===== config.mk =====
export PLATFORM = sky130hd
export DESIGN_NAME = fracClkDiv
export DESIGN_NICKNAME = d
export VERILOG_FILES = /design/src/rtl/fracClkDivPkg.sv /design/src/rtl/fracDivCtrl.sv /design/src/rtl/fracDivPath.sv /design/src/rtl/fracClkDiv.sv
export SDC_FILE = /design/constraint.sdc
export NUM_CORES = 1
export LEC_CHECK = 0
export CAP_MARGIN = 20
export CORE_MARGIN = 2
export CORE_UTILIZATION = 44
export DETAILED_ROUTE_END_ITERATION = 6
export PLACE_DENSITY = 0.66
export SLEW_MARGIN = 25
export SYNTH_ARGS = -nofsm -noshare
export SYNTH_HDL_FRONTEND = slang
export SYNTH_SLANG_ARGS = --single-unit

===== constraint.sdc =====
create_clock -name clk -period 4 [get_ports clk]
set_input_delay 1.2 -clock clk [delete_from_list [all_inputs] [get_ports clk]]
set_output_delay 1.2 -clock clk [all_outputs]
set_load 0.1 [all_outputs]

===== src/rtl/fracClkDivPkg.sv =====
package fracClkDivPkg;

  typedef struct packed {
    logic loadPre;
    logic loadDiv;
  } commitStrobe_t;

  typedef enum logic [1:0] {
    TRIG_IDLE = 2'd0,
    TRIG_WAIT = 2'd1,
    TRIG_DONE = 2'd2
  } trigState_t;

endpackage


===== src/rtl/fracDivCtrl.sv =====
module fracDivCtrl
  import fracClkDivPkg::*;
#(
  parameter int TRIG_N = 2
) (
  input  logic              clk,
  input  logic              rstN,
  input  logic              gateEn,
  input  logic [TRIG_N-1:0] trigReq,
  input  logic              periodEnd,
  output logic [TRIG_N-1:0] busy,
  output commitStrobe_t     strobe
);

  logic [TRIG_N-1:0] loadNow;

  for (genvar g = 0; g < TRIG_N; g++) begin : gTrig
    trigState_t state;

    always_ff @(posedge clk) begin
      if (!rstN) begin
        state <= TRIG_IDLE;
      end else begin
        case (state)
          TRIG_IDLE: if (trigReq[g] && gateEn) state <= TRIG_WAIT;
          TRIG_WAIT: if (periodEnd) state <= TRIG_DONE;
          TRIG_DONE: state <= TRIG_IDLE;
          default:   state <= TRIG_IDLE;
        endcase
      end
    end

    assign loadNow[g] = (state == TRIG_WAIT) && periodEnd;
    assign busy[g]    = (state != TRIG_IDLE);
  end

  // index 0 is the pre-trigger, index 1 the main trigger
  assign strobe.loadPre = loadNow[0];
  assign strobe.loadDiv = loadNow[1];

endmodule


===== src/rtl/fracDivPath.sv =====
module fracDivPath
  import fracClkDivPkg::*;
#(
  parameter int SRC_N  = 4,
  parameter int PRE_W  = 4,
  parameter int DIV_W  = 8,
  parameter int FRAC_W = 3,
  localparam int SEL_W = $clog2(SRC_N)
) (
  input  logic             clk,
  input  logic             rstN,
  input  logic             gateEn,
  input  logic [SRC_N-1:0] refEn,
  input  logic [SEL_W-1:0] selStage,
  input  logic [PRE_W-1:0] preDivStage,
  input  logic [DIV_W-1:0] divStage,
  input  commitStrobe_t    strobe,
  output logic             periodEnd,
  output logic             outEn
);

  localparam int ACC_W = DIV_W + 2;
  localparam logic [ACC_W-1:0] UNIT = ACC_W'(1) << FRAC_W;

  logic [SEL_W-1:0] selCur;
  logic [PRE_W-1:0] preDivCur;
  logic [PRE_W-1:0] preCnt;
  logic [DIV_W-1:0] divCur;
  logic [ACC_W-1:0] acc;
  logic [ACC_W-1:0] accNext;
  logic [ACC_W-1:0] scaledDiv;
  logic             srcTick;
  logic             preWrap;
  logic             preTick;
  logic             hit;

  assign srcTick   = gateEn && refEn[selCur];
  assign preWrap   = (preCnt == preDivCur);
  assign preTick   = srcTick && preWrap;
  // scaled divisor: the implied one lands just above the fraction bits
  assign scaledDiv = ACC_W'(divCur) + UNIT;
  assign accNext   = acc + UNIT;
  assign hit       = preTick && (accNext >= scaledDiv);
  assign periodEnd = hit;

  always_ff @(posedge clk) begin
    if (!rstN) begin
      selCur    <= '0;
      preDivCur <= '0;
      preCnt    <= '0;
    end else begin
      if (srcTick) preCnt <= preWrap ? '0 : preCnt + 1'b1;
      if (strobe.loadPre) begin
        selCur    <= selStage;
        preDivCur <= preDivStage;
        preCnt    <= '0;
      end
    end
  end

  always_ff @(posedge clk) begin
    if (!rstN) begin
      divCur <= '0;
      acc    <= '0;
      outEn  <= 1'b0;
    end else begin
      outEn <= hit;
      if (preTick) acc <= hit ? accNext - scaledDiv : accNext;
      if (strobe.loadDiv) begin
        divCur <= divStage;
        acc    <= '0;
      end
    end
  end

endmodule


===== src/rtl/fracClkDiv.sv =====
module fracClkDiv
  import fracClkDivPkg::*;
#(
  parameter int SRC_N  = 4,
  parameter int PRE_W  = 4,
  parameter int DIV_W  = 8,
  parameter int FRAC_W = 3,
  localparam int SEL_W = $clog2(SRC_N)
) (
  input  logic             clk,
  input  logic             rstN,
  input  logic [SRC_N-1:0] refEn,
  input  logic             gateEn,
  input  logic [SEL_W-1:0] selStage,
  input  logic [PRE_W-1:0] preDivStage,
  input  logic [DIV_W-1:0] divStage,
  input  logic             preTrigWr,
  input  logic             trigWr,
  output logic             outEn,
  output logic             preTrigBusy,
  output logic             trigBusy
);

  commitStrobe_t strobe;
  logic          periodEnd;
  logic [1:0]    busy;

  fracDivCtrl #(.TRIG_N(2)) i_ctrl (
    .clk      (clk),
    .rstN     (rstN),
    .gateEn   (gateEn),
    .trigReq  ({trigWr, preTrigWr}),
    .periodEnd(periodEnd),
    .busy     (busy),
    .strobe   (strobe)
  );

  fracDivPath #(
    .SRC_N (SRC_N),
    .PRE_W (PRE_W),
    .DIV_W (DIV_W),
    .FRAC_W(FRAC_W)
  ) i_path (
    .clk        (clk),
    .rstN       (rstN),
    .gateEn     (gateEn),
    .refEn      (refEn),
    .selStage   (selStage),
    .preDivStage(preDivStage),
    .divStage   (divStage),
    .strobe     (strobe),
    .periodEnd  (periodEnd),
    .outEn      (outEn)
  );

  assign preTrigBusy = busy[0];
  assign trigBusy    = busy[1];

endmodule


=== Word level (Yosys, flattened, before mapping) ===
Index checks and enable logic that the tools add are counted.

* Flip-flop bits (word level): 33
* Bits of input ports: 23
* Output and inout bits: 3
* Word-level logic and storage cells: 46

* Add/sub/neg operators: 4
* $lt $le $gt $ge: 2
* Equal/unequal tests: 7
* Multiplexer cells: 9
* Bitwise logic cells: 1
* Reduce and logical (&&, ||, !) cells: 15

{| class="wikitable"
|+ Operators by type and width
! kind !! number
|-
| adder 10 x 4 -> 10 bit (second input constant) || 1
|-
| greater-or-equal comparator 10 bit || 1
|-
| two-way mux 10 bit || 1
|-
| subtractor 10 bit || 1
|-
| adder 8 x 4 -> 9 bit (second input constant) || 1
|-
| != test 2 x 1 -> 1 bit (second input constant) || 4
|-
| case mux 2 bit (2 select lines) || 2
|-
| logical AND 1 bit || 7
|-
| two-way mux 2 bit || 3
|-
| adder 4 x 1 -> 4 bit (second input constant) || 1
|-
| equality test 2 x 1 -> 1 bit (second input constant) || 2
|-
| equality test 4 bit || 1
|-
| logical NOT 2 bit || 2
|-
| two-way mux 4 bit || 1
|-
| AND reduction 2 bit || 2
|-
| nonzero test 2 bit || 2
|-
| OR reduction 2 bit || 2
|-
| less-than comparator 2 x 3 -> 1 bit (second input constant) || 1
|-
| binary-select mux 1 bit (select 2 bit) || 1
|-
| two-way mux 1 bit || 1
|-
| NOT 1 bit || 1
|}

=== Depth between registers and ports, before layout ===
Gate-level depths: netlist of run 1.

* Word-level depth: 7
* Depth in mapped cells: 13
* Mapped depth without buffers: 11

=== By module ===
Synthesis of run 1 repeated with hierarchy kept, for this count alone.

* Cells, all modules: 215
* Area, all modules: 2,070.7 um^2

{| class="wikitable"
|+ By module, submodules not included
! module !! instances !! cells an instance !! area each (um^2) !! seq. area each (um^2)
|-
| fracDivPath || 1 || 196 || 1,869.3 || 580.6
|-
| fracDivCtrl || 1 || 19 || 201.4 || 80.1
|}

=== Worst setup path after synthesis of run 1 ===
No wires, ideal clock.

* Path kind: register to register
* Start: register i_path.acc[3]
* End: register i_path.acc[9]
* Setup time: 0.121 ns
* Data arrival time: 2.719 ns
* Data required time: 3.879 ns
* Slack: 1.160 ns
* Stages on the path, launching flop included: 13
* Cells stage by stage: dfxtp_1 -> ha_1 -> nand3_1 -> or2_2 -> nand2_1 -> ha_1 -> and4_1 -> nand4_1 -> nor4bb_1 -> buf_4 -> a221oi_1 -> mux2i_1 -> mux2_2

* Word-level cells in the longest chain between the ends: 5

{| class="wikitable"
|+ Ends and longest elaborated chain
! what !! RTL line !! text
|-
| start, declared || fracDivPath.sv:29 || <nowiki>logic [ACC_W-1:0] acc;</nowiki>
|-
| start signal, assigned || fracDivPath.sv:68 || <nowiki>if (preTick) acc <= hit ? accNext - scaledDiv : accNext;</nowiki>
|-
| adder 10 x 4 -> 10 bit (*) || fracDivPath.sv:42 || <nowiki>assign accNext = acc + UNIT;</nowiki>
|-
| greater-or-equal comparator 10 bit || fracDivPath.sv:43 || <nowiki>assign hit = preTick && (accNext >= scaledDiv);</nowiki>
|-
| logical AND 1 bit || fracDivPath.sv:43 ||
|-
| logical AND 1 bit || fracDivCtrl.sv:33 || <nowiki>assign loadNow[g] = (state == TRIG_WAIT) && periodEnd;</nowiki>
|-
| OR reduction 2 bit (no line) || n/a ||
|}

Mark *: on every way between the ends. The rest lies on a longest branch, timed or not.
A chain may end at the register's enable or synchronous reset.

=== Final worst setup path of run 1 ===
* Start: register i_path.acc[3]
* End: register i_path.preDivCur[2]

* Word-level cells in the longest chain between the ends: 4

{| class="wikitable"
|+ Ends and longest elaborated chain
! what !! RTL line !! text
|-
| adder 10 x 4 -> 10 bit || fracDivPath.sv:42 ||
|-
| greater-or-equal comparator 10 bit || fracDivPath.sv:43 ||
|-
| logical AND 1 bit || fracDivPath.sv:43 ||
|-
| logical AND 1 bit || fracDivCtrl.sv:33 ||
|-
| end signal, assigned || fracDivPath.sv:55 || <nowiki>preDivCur <= preDivStage;</nowiki>
|-
| end, declared || fracDivPath.sv:26 || <nowiki>logic [PRE_W-1:0] preDivCur;</nowiki>
|}

Every way passes these cells.

==> impl_results.md, run 1 <==
* Status: completed
* # port buffers at 25
* Synth top area share at 33.0%
* Number of cell rows at 24
* Clock slew at reported path FFs at 0.07 ns
* H-tree levels at 2
* DR vias at 1,646
* Total power at 1750 uW
* Cell count after synthesis at 226
* Commonest cells post-synth: 33 x dfxtp_1, 26 x nor2_1, 17 x mux2i_1
* First-pass GRT wire length at 7210 um
* Layout net count at 290
* DR pass1 iterations at 4
* Crit path launch: i_path.acc[3]$_SDFFE_PP0P_
* Later-pin clock latency in the skew report at 0.29 ns
* Peak VDD IR at 0.333 mV
* EDFF count, synth at 0
* Die width at 71.4 um
* Internal Power at 954 uW
* WP data arrival at 3.41 ns
* Clk buf depth at 2
* Initial core utilization at 45.9%
* Area grow syn2layout at 19.7%
* Hold endpoint: i_ctrl.gTrig[1].state[0]$_SDFFE_PN0P_
* Antenna violations before repair at 0
* Crit path required time at 4.18 ns
* Hold buffer count at CTS at 0
* Max-slew violation count at 0
* Synth Net Count at 262
* Initial detailed-routing violation count at 63
* Startpoint Class: flop
* DRC at 0
* Clock Tree Root: clkbuf_8
* RSZ-0062 raised after global routing: no
* GRT overflow at 0
* Mapped cell area at 0.00200 mm2
* Crit-path max cell delay at 0.79 ns
* Synth async-reset ratio at 0%
* Proportion of layout cells with a drive suffix above 1 at 10.6%
* Most frequent cell after synthesis: dfxtp_1
* R2R setup slack at 0.77 ns
* P_leak at 0.000920 uW
* # resized after CTS at 0
* IO Pins at 26
* Final std cells w/o fill at 307
* N_diodes at 0
* Period Utilization, post-route at 80.8%
* Final Critical Period at 3.23 ns
* Setup TNS at 0 ns
* Final ANT Viol Nets at 0
* CTS tree: yes
* Slowest CP cell: a2111oi_4
* Max_cap viols at 0
* Post-synthesis cell type count at 46
* Number of global-route vias before repair at 1,576
* Largest net degree at the start of global routing at 26
* Placed wire-length estimate at 3170 um
* Yosys reg bits at 33
* Sw Share at 45.5%
* Sink Count at 33
* Pwr Density at 731 mW/mm2
* Setup Skew at 0.00580 ns
* Setup bufs post-CTS at 0
* Fin Hold WS at 0.425 ns
* Sequential fraction of the synthesis area at 33.0%
* CTS Buf Count at 5
* Crit end category: flop
* Crit Path Class: reg2reg
* GP Congestion at 0.955
* Clk pwr share at 14.2%
* CP Max Fanout at 8
* Cell taking the most area after synthesis: dfxtp_1
* Die Y at 71.4 um
* Filler cells at 393
* Via density at 5.36
* Top FF cell, synth: dfxtp_1
* Min-Delay Path Class: reg2reg
* Average size of a mapped cell at 8.85 um2
* Fmax at 309 MHz
* Worst relative slew slack at 35.8%
* Gr usage total at 17.9%
* Reg-to-reg startpoint: i_path.acc[3]$_SDFFE_PP0P_
* Least-Margin Pin Slew at 0.960 ns
* Die area at 0.00510 mm2
* Comb pwr share at 60.8%
* Placed insts at 299
* Seq pwr share at 25.0%
* Synth warnings at 0
* Reg-to-Reg End: i_path.preDivCur[2]$_SDFFE_PN0P_
* CP Cell Sequence: ha_1 > nand3_1 > or2_2 > nand2_1 > ha_1 > nand2_1 > o21ai_0 > o21ai_2 > a2111oi_4 > mux2i_1 > nor2_1
* Synth top area cells: dfxtp_1 33%, mux2i_1 8.5%, ha_1 7.5%
* Final hold violations at 0
* Core Area at 0.00435 mm2
* Switch Pwr at 796 uW
* Routed len/inst at 13.4 um
* Overall routed net length at 4120 um
* Hold Crit Start: i_ctrl.gTrig[1].state[1]$_SDFFE_PN0P_
* Layout Utilization at 55.0%
* Final setup fails at 0
* Worst hold path depth at 1
* R2R cell count at 11
## power groups by stage
stage | clock network (uW) | registers (uW) | logic [uW]
after floorplan | 0 | 452 | 828
final | 249 | 438 | 1060
after global routing | 266 | 447 | 1170
after CTS | 256 | 437 | 1050
after detailed placement | 0 | 444 | 1050
after global placement | 0 | 445 | 1050
## placed cells by master, fill, tap and decap left out, types with 2 or more instances in the layout
| cell type | n |
|---|---|
| nand2_1 | 14 |
| a21oi_1 | 11 |
| mux2i_1 | 17 |
| clkbuf_8 | 5 |
| mux2_2 | 4 |
| nor3_1 | 10 |
| and4_1 | 2 |
| a211oi_1 | 8 |
| clkdlybuf4s50_1 | 24 |
| nand2b_1 | 3 |
| buf_4 | 5 |
| ha_1 | 12 |
| nor3b_1 | 2 |
| nor2_1 | 26 |
| and3_1 | 3 |
| xor2_1 | 9 |
| nand3_1 | 9 |
| dfxtp_1 | 33 |
| a21o_1 | 3 |
| or2_2 | 3 |
| o21ai_0 | 8 |
| inv_1 | 8 |
| xnor2_1 | 7 |
| clkinv_2 | 2 |
| nand4_1 | 2 |
| and2_1 | 2 |
## cell families (layout without fill, tap and decap cells)
kind of cell    count (synthesis)  after routing  share of synthesized area (%)
fa+ha+maj                      13             13                           8.51
xor+xnor                       16             16                           7.01
buf+inv                        17             46                           3.69
mux                            22             22                           11.9
compound gates                 39             39                           13.5
flops                          33             33                           33.0
simple gates                   86             86                           22.3
## flip-flops by register name (all words and copies together) (netlist names)
register / count
i_path.selCur: 2
i_path.preCnt: 4
i_path.acc: 10
i_ctrl.gTrig.state: 4
i_path.preDivCur: 4
i_path.divCur: 8
i_path.outEn: 1
## layer usage
layer / up-vias / GRT usage (%) / routed length, um
li1: 867 / - / -
met5: - / 0 / 0
met4: 0 / 6.71 / 63
met3: 5 / 3.94 / 147
met1: 736 / 25.2 / 2110
met2: 38 / 26.9 / 1800
## how the worst max path moves through the flow
stage | endpoint | cells after the start
6_report | i_path.preDivCur[2]$_SDFFE_PN0P_ | 11
5_1_grt | i_path.preDivCur[0]$_SDFFE_PN0P_ | 11
4_1_cts | i_path.preDivCur[2]$_SDFFE_PN0P_ | 11
3_5_place_dp | i_path.preDivCur[2]$_SDFFE_PN0P_ | 7
3_3_place_gp | i_path.acc[1]$_SDFFE_PP0P_ | 8
2_1_floorplan | i_path.acc[9]$_SDFFE_PP0P_ | 12
## cell type report
class | count | area (um2) | share of cell area [%]
clock buffers | 5 | 68.8 | 2.88
clock inverters | 3 | 17.5 | 0.732
inverters | 9 | 33.8 | 1.41
multi-input cells | 176 | 1270 | 53.1
flip-flops and latches | 33 | 661 | 27.6
well taps | 52 | 65.1 | 2.72
repair buffers | 29 | 278 | 11.6
## worst max-delay path, delay by kind of cell (launching register included)
kind	cells	cell delay, ns
compound gates	3	1.29
flops	1	0.39
simple gates	5	0.71
fa+ha+maj	2	0.47
mux	1	0.27
## per-stage QoR
stage / cell area, um2 / worst slack [ns]
floorplan: 2000 / 1.16
global placement: 2310 / 0.715
detailed placement: 2310 / 0.677
CTS: 2390 / 0.791
global route: 2390 / 0.537
finish: 2390 / 0.767
No activity file was read; power rests on OpenSTA's default activity.
==> run 2: changes to the inputs <==
--- a/config.mk
+++ b/config.mk
@@ -9,7 +9,7 @@
 export CORE_MARGIN = 2
 export CORE_UTILIZATION = 44
 export DETAILED_ROUTE_END_ITERATION = 6
-export PLACE_DENSITY = 0.66
+export PLACE_DENSITY = 0.68
 export SLEW_MARGIN = 25
 export SYNTH_ARGS = -nofsm -noshare
 export SYNTH_HDL_FRONTEND = slang
==> constraint.sdc (replaced) <==
create_clock -name clk -period 2.8 [get_ports clk]
set_input_delay 0.84 -clock clk [delete_from_list [all_inputs] [get_ports clk]]
set_output_delay 0.84 -clock clk [all_outputs]
set_load 0.1 [all_outputs]
==> impl_results.md, run 2 (synthesized netlist as in run 1, its figures left out) <==
* Status: completed
* CP Cell Sequence: and3_1 > nand3_2 > xnor2_2 > ha_1 > and4_4 > nand4_1 > nor4bb_4 > buf_4 > a221oi_4 > mux2i_1 > mux2_2
* Clk buf depth at 2 (unchanged)
* CTS tree: yes
* Most frequent cells in the layout: 39 x buf_4, 28 x dfxtp_1, 26 x nor2_1, 22 x clkdlybuf4s50_1, 16 x mux2i_1
* Footprint of the multi-input gates at 0.00141 mm2 (+11%)
* GRT overflow at 0 (unchanged)
* Switch Pwr at 1470 uW (+85%)
* Max_cap viols at 0 (unchanged)
* Crit path depth at 11 (unchanged)
* Filler cells at 358 (-8.9%)
* Final std cells w/o fill at 341 (+11%)
* Layout Utilization at 64.9% (+9.9 points)
* Min-Delay Path Class: reg2reg
* Pwr Density at 1230 mW/mm2 (+68%)
* CP Max Fanout at 4 (-4)
* Crit path max-delay family: simple AND/OR/NAND/NOR gates
* # port buffers at 25 (unchanged)
* Met2 Use GR at 30.0% (+3.2 points)
* Clock slew at reported path FFs at 0.08 ns (about the same)
* Sink Count at 33 (unchanged)
* Die Y at 71.4 um (unchanged)
* Via density at 5.35 (-0.23%)
* Routed len/inst at 14.1 um (+5.3%)
* Seq pwr share at 18.1% (-6.9 points)
* Initial core utilization at 45.9% (unchanged)
* IO Pins at 26 (unchanged)
* CTS Buf Count at 5 (unchanged)
* Top Registers: i_path.acc: 10 flops, i_path.divCur: 8 flops
* Total power at 3470 uW (+98%)
* Routing usage on met1 at 25.4% (+0.22 points)
* Register area at 672 um2 (+1.7%)
* WP buf/inv at 1 (+1)
* Proportion of layout cells with a drive suffix above 1 at 29.4% (+19 points)
* Number of global-route vias before repair at 1,706 (+8.2%)
* Reg-to-reg startpoint: i_path.acc[6]$_SDFFE_PP0P_
* DR pass1 iterations at 4 (unchanged)
* Layout net count at 324 (+12%)
* Antenna violations before repair at 0 (unchanged)
* R2R setup slack at 0.03 ns (-0.73 ns)
* Crit Path Class: reg2reg
* WP data arrival at 2.95 ns (-0.46 ns)
* Initial detailed-routing violation count at 118 (+87%)
* Reg-to-Reg End: i_path.acc[9]$_SDFFE_PP0P_
* Hold buffer count at CTS at 0 (unchanged)
* Hold Crit Start: i_ctrl.gTrig[1].state[1]$_SDFFE_PN0P_
* Fmax at 362 MHz (+17%)
* Final Critical Period at 2.77 ns (-0.467 ns)
* Crit-path max cell delay at 0.37 ns (-0.42 ns)
* H-tree levels at 2 (unchanged)
* Final setup fails at 0 (unchanged)
* Core Area at 0.00435 mm2 (unchanged)
* Peak VDD IR at 0.652 mV (+96%)
* Crit path required time at 2.98 ns (-1.20 ns)
* Top reg by flops: i_path.acc
* Least-Margin Pin Slew at 0.459 ns (-0.501 ns)
* Max-slew violation count at 0 (unchanged)
* Most common cell after layout, fill and taps aside: buf_4
* Startpoint Class: flop
* Worst relative slew slack at 69.2% (+33 points)
* R2R cell count at 11 (unchanged)
* Period Utilization, post-route at 98.8% (+18 points)
* N_diodes at 0 (unchanged)
* Worst hold path depth at 1 (unchanged)
* Sw Share at 42.4% (-3.1 points)
* Placed insts at 324 (+8.4%)
* Hold endpoint: i_ctrl.gTrig[1].state[0]$_SDFFE_PN0P_
* First-pass GRT wire length at 7690 um (+6.6%)
* P_leak at 0.00114 uW (+24%)
* Crit end category: flop
* GP Congestion at 0.872 (-8.6%)
* Clk pwr share at 13.4% (-0.8 points)
* Placed wire-length estimate at 3500 um (+10%)
* Final ANT Viol Nets at 0 (unchanged)
* Later-pin clock latency in the skew report at 0.29 ns (about the same)
* DR vias at 1,824 (+11%)
* Final worst slack at 0.0344 ns (-0.733 ns)
* Final hold violations at 0 (unchanged)
* Busiest grt layer: met2
* GRT met3 Usage at 4.08% (+0.14 points)
* Max reg flops at 10 (unchanged)
* Gr usage total at 19.2% (+1.3 points)
* Number of cell rows at 24 (unchanged)
* Overall routed net length at 4820 um (+17%)
* Post-Place Setup Slack at -0.0515 ns (-0.729 ns)
* Area grow syn2layout at 41.4%
* Largest net degree at the start of global routing at 17 (-35%)
* Internal Power at 2000 uW (+110%)
* Slowest CP cell: dfxtp_4
* Clock Tree Root: clkbuf_8
* Die area at 0.00510 mm2 (unchanged)
* Comb pwr share at 68.5% (+7.7 points)
* Setup Skew at 0.00671 ns (+0.000915 ns)
* Die width at 71.4 um (unchanged)
* DRC at 0 (unchanged)
-- run 2: cell types whose count changed in the layout (fill, tap and decap cells not counted), sizes merged --
cell / before / now
clkinv: 3 / 2
bufinv: 0 / 1
buf: 5 / 41
clkdlybuf4s50: 24 / 22
-- run 2: worst max-delay path by stage --
stage | start | end | slack [ns]
4_1_cts | i_path.acc[3]$_SDFFE_PP0P_ | i_path.preDivCur[0]$_SDFFE_PN0P_ | 0.008
3_5_place_dp | i_path.acc[4]$_SDFFE_PP0P_ | i_path.acc[0]$_SDFFE_PP0P_ | -0.05
6_report | i_path.acc[6]$_SDFFE_PP0P_ | i_path.acc[9]$_SDFFE_PP0P_ | 0.03
3_3_place_gp | i_path.acc[6]$_SDFFE_PP0P_ | i_path.preDivCur[2]$_SDFFE_PN0P_ | -0.01
5_1_grt | i_path.acc[5]$_SDFFE_PP0P_ | i_path.acc[9]$_SDFFE_PP0P_ | -0.05
2_1_floorplan | i_path.acc[3]$_SDFFE_PP0P_ | i_path.preDivCur[0]$_SDFFE_PN0P_ | 0.01
-- run 2: routing by layer --
metal  wire, um  up-vias  part of all wire, %
met5          0        -                    0
met4         90        0                  1.9
met3        232       10                  4.8
met2       2310       42                   48
met1       2190      836                   45
li1           -      936                    -
-- run 2: power groups by stage --
stage | Combinational (uW) | Clock [uW] | Sequential (uW)
2_1_floorplan | 1240 | 0 | 650
3_3_place_gp | 1850 | 0 | 621
3_5_place_dp | 1860 | 0 | 623
4_1_cts | 1900 | 475 | 614
5_1_grt | 2550 | 492 | 639
6_report | 2380 | 463 | 629
-- run 2: cell type report --
type / instances / share of cell area (%)
inverter: 9 / 1.20
sequential: 33 / 23.8
multi-input combinational: 176 / 49.7
clock buffer: 5 / 2.43
clock inverter: 3 / 1.64
tap: 52 / 2.30
timing repair buffer: 63 / 18.9
-- run 2: what timing repair did --
item	CTS	global route
gates resized for setup	4	21
hold endpoints to repair	0	0
pin swaps	1	6
setup buffers	0	9
endpoints found under the setup margin	11	28
-- run 2: metrics by stage --
stage | hold slack, ns | area (um2) | setup TNS (ns)
after floorplan | 0.403 | 2030 | 0
after global placement | 0.418 | 2520 | -0.0463
after detailed placement | 0.440 | 2520 | -0.0617
after CTS | 0.438 | 2650 | 0
after global routing | 0.457 | 2830 | -0.195
final | 0.439 | 2830 | 0
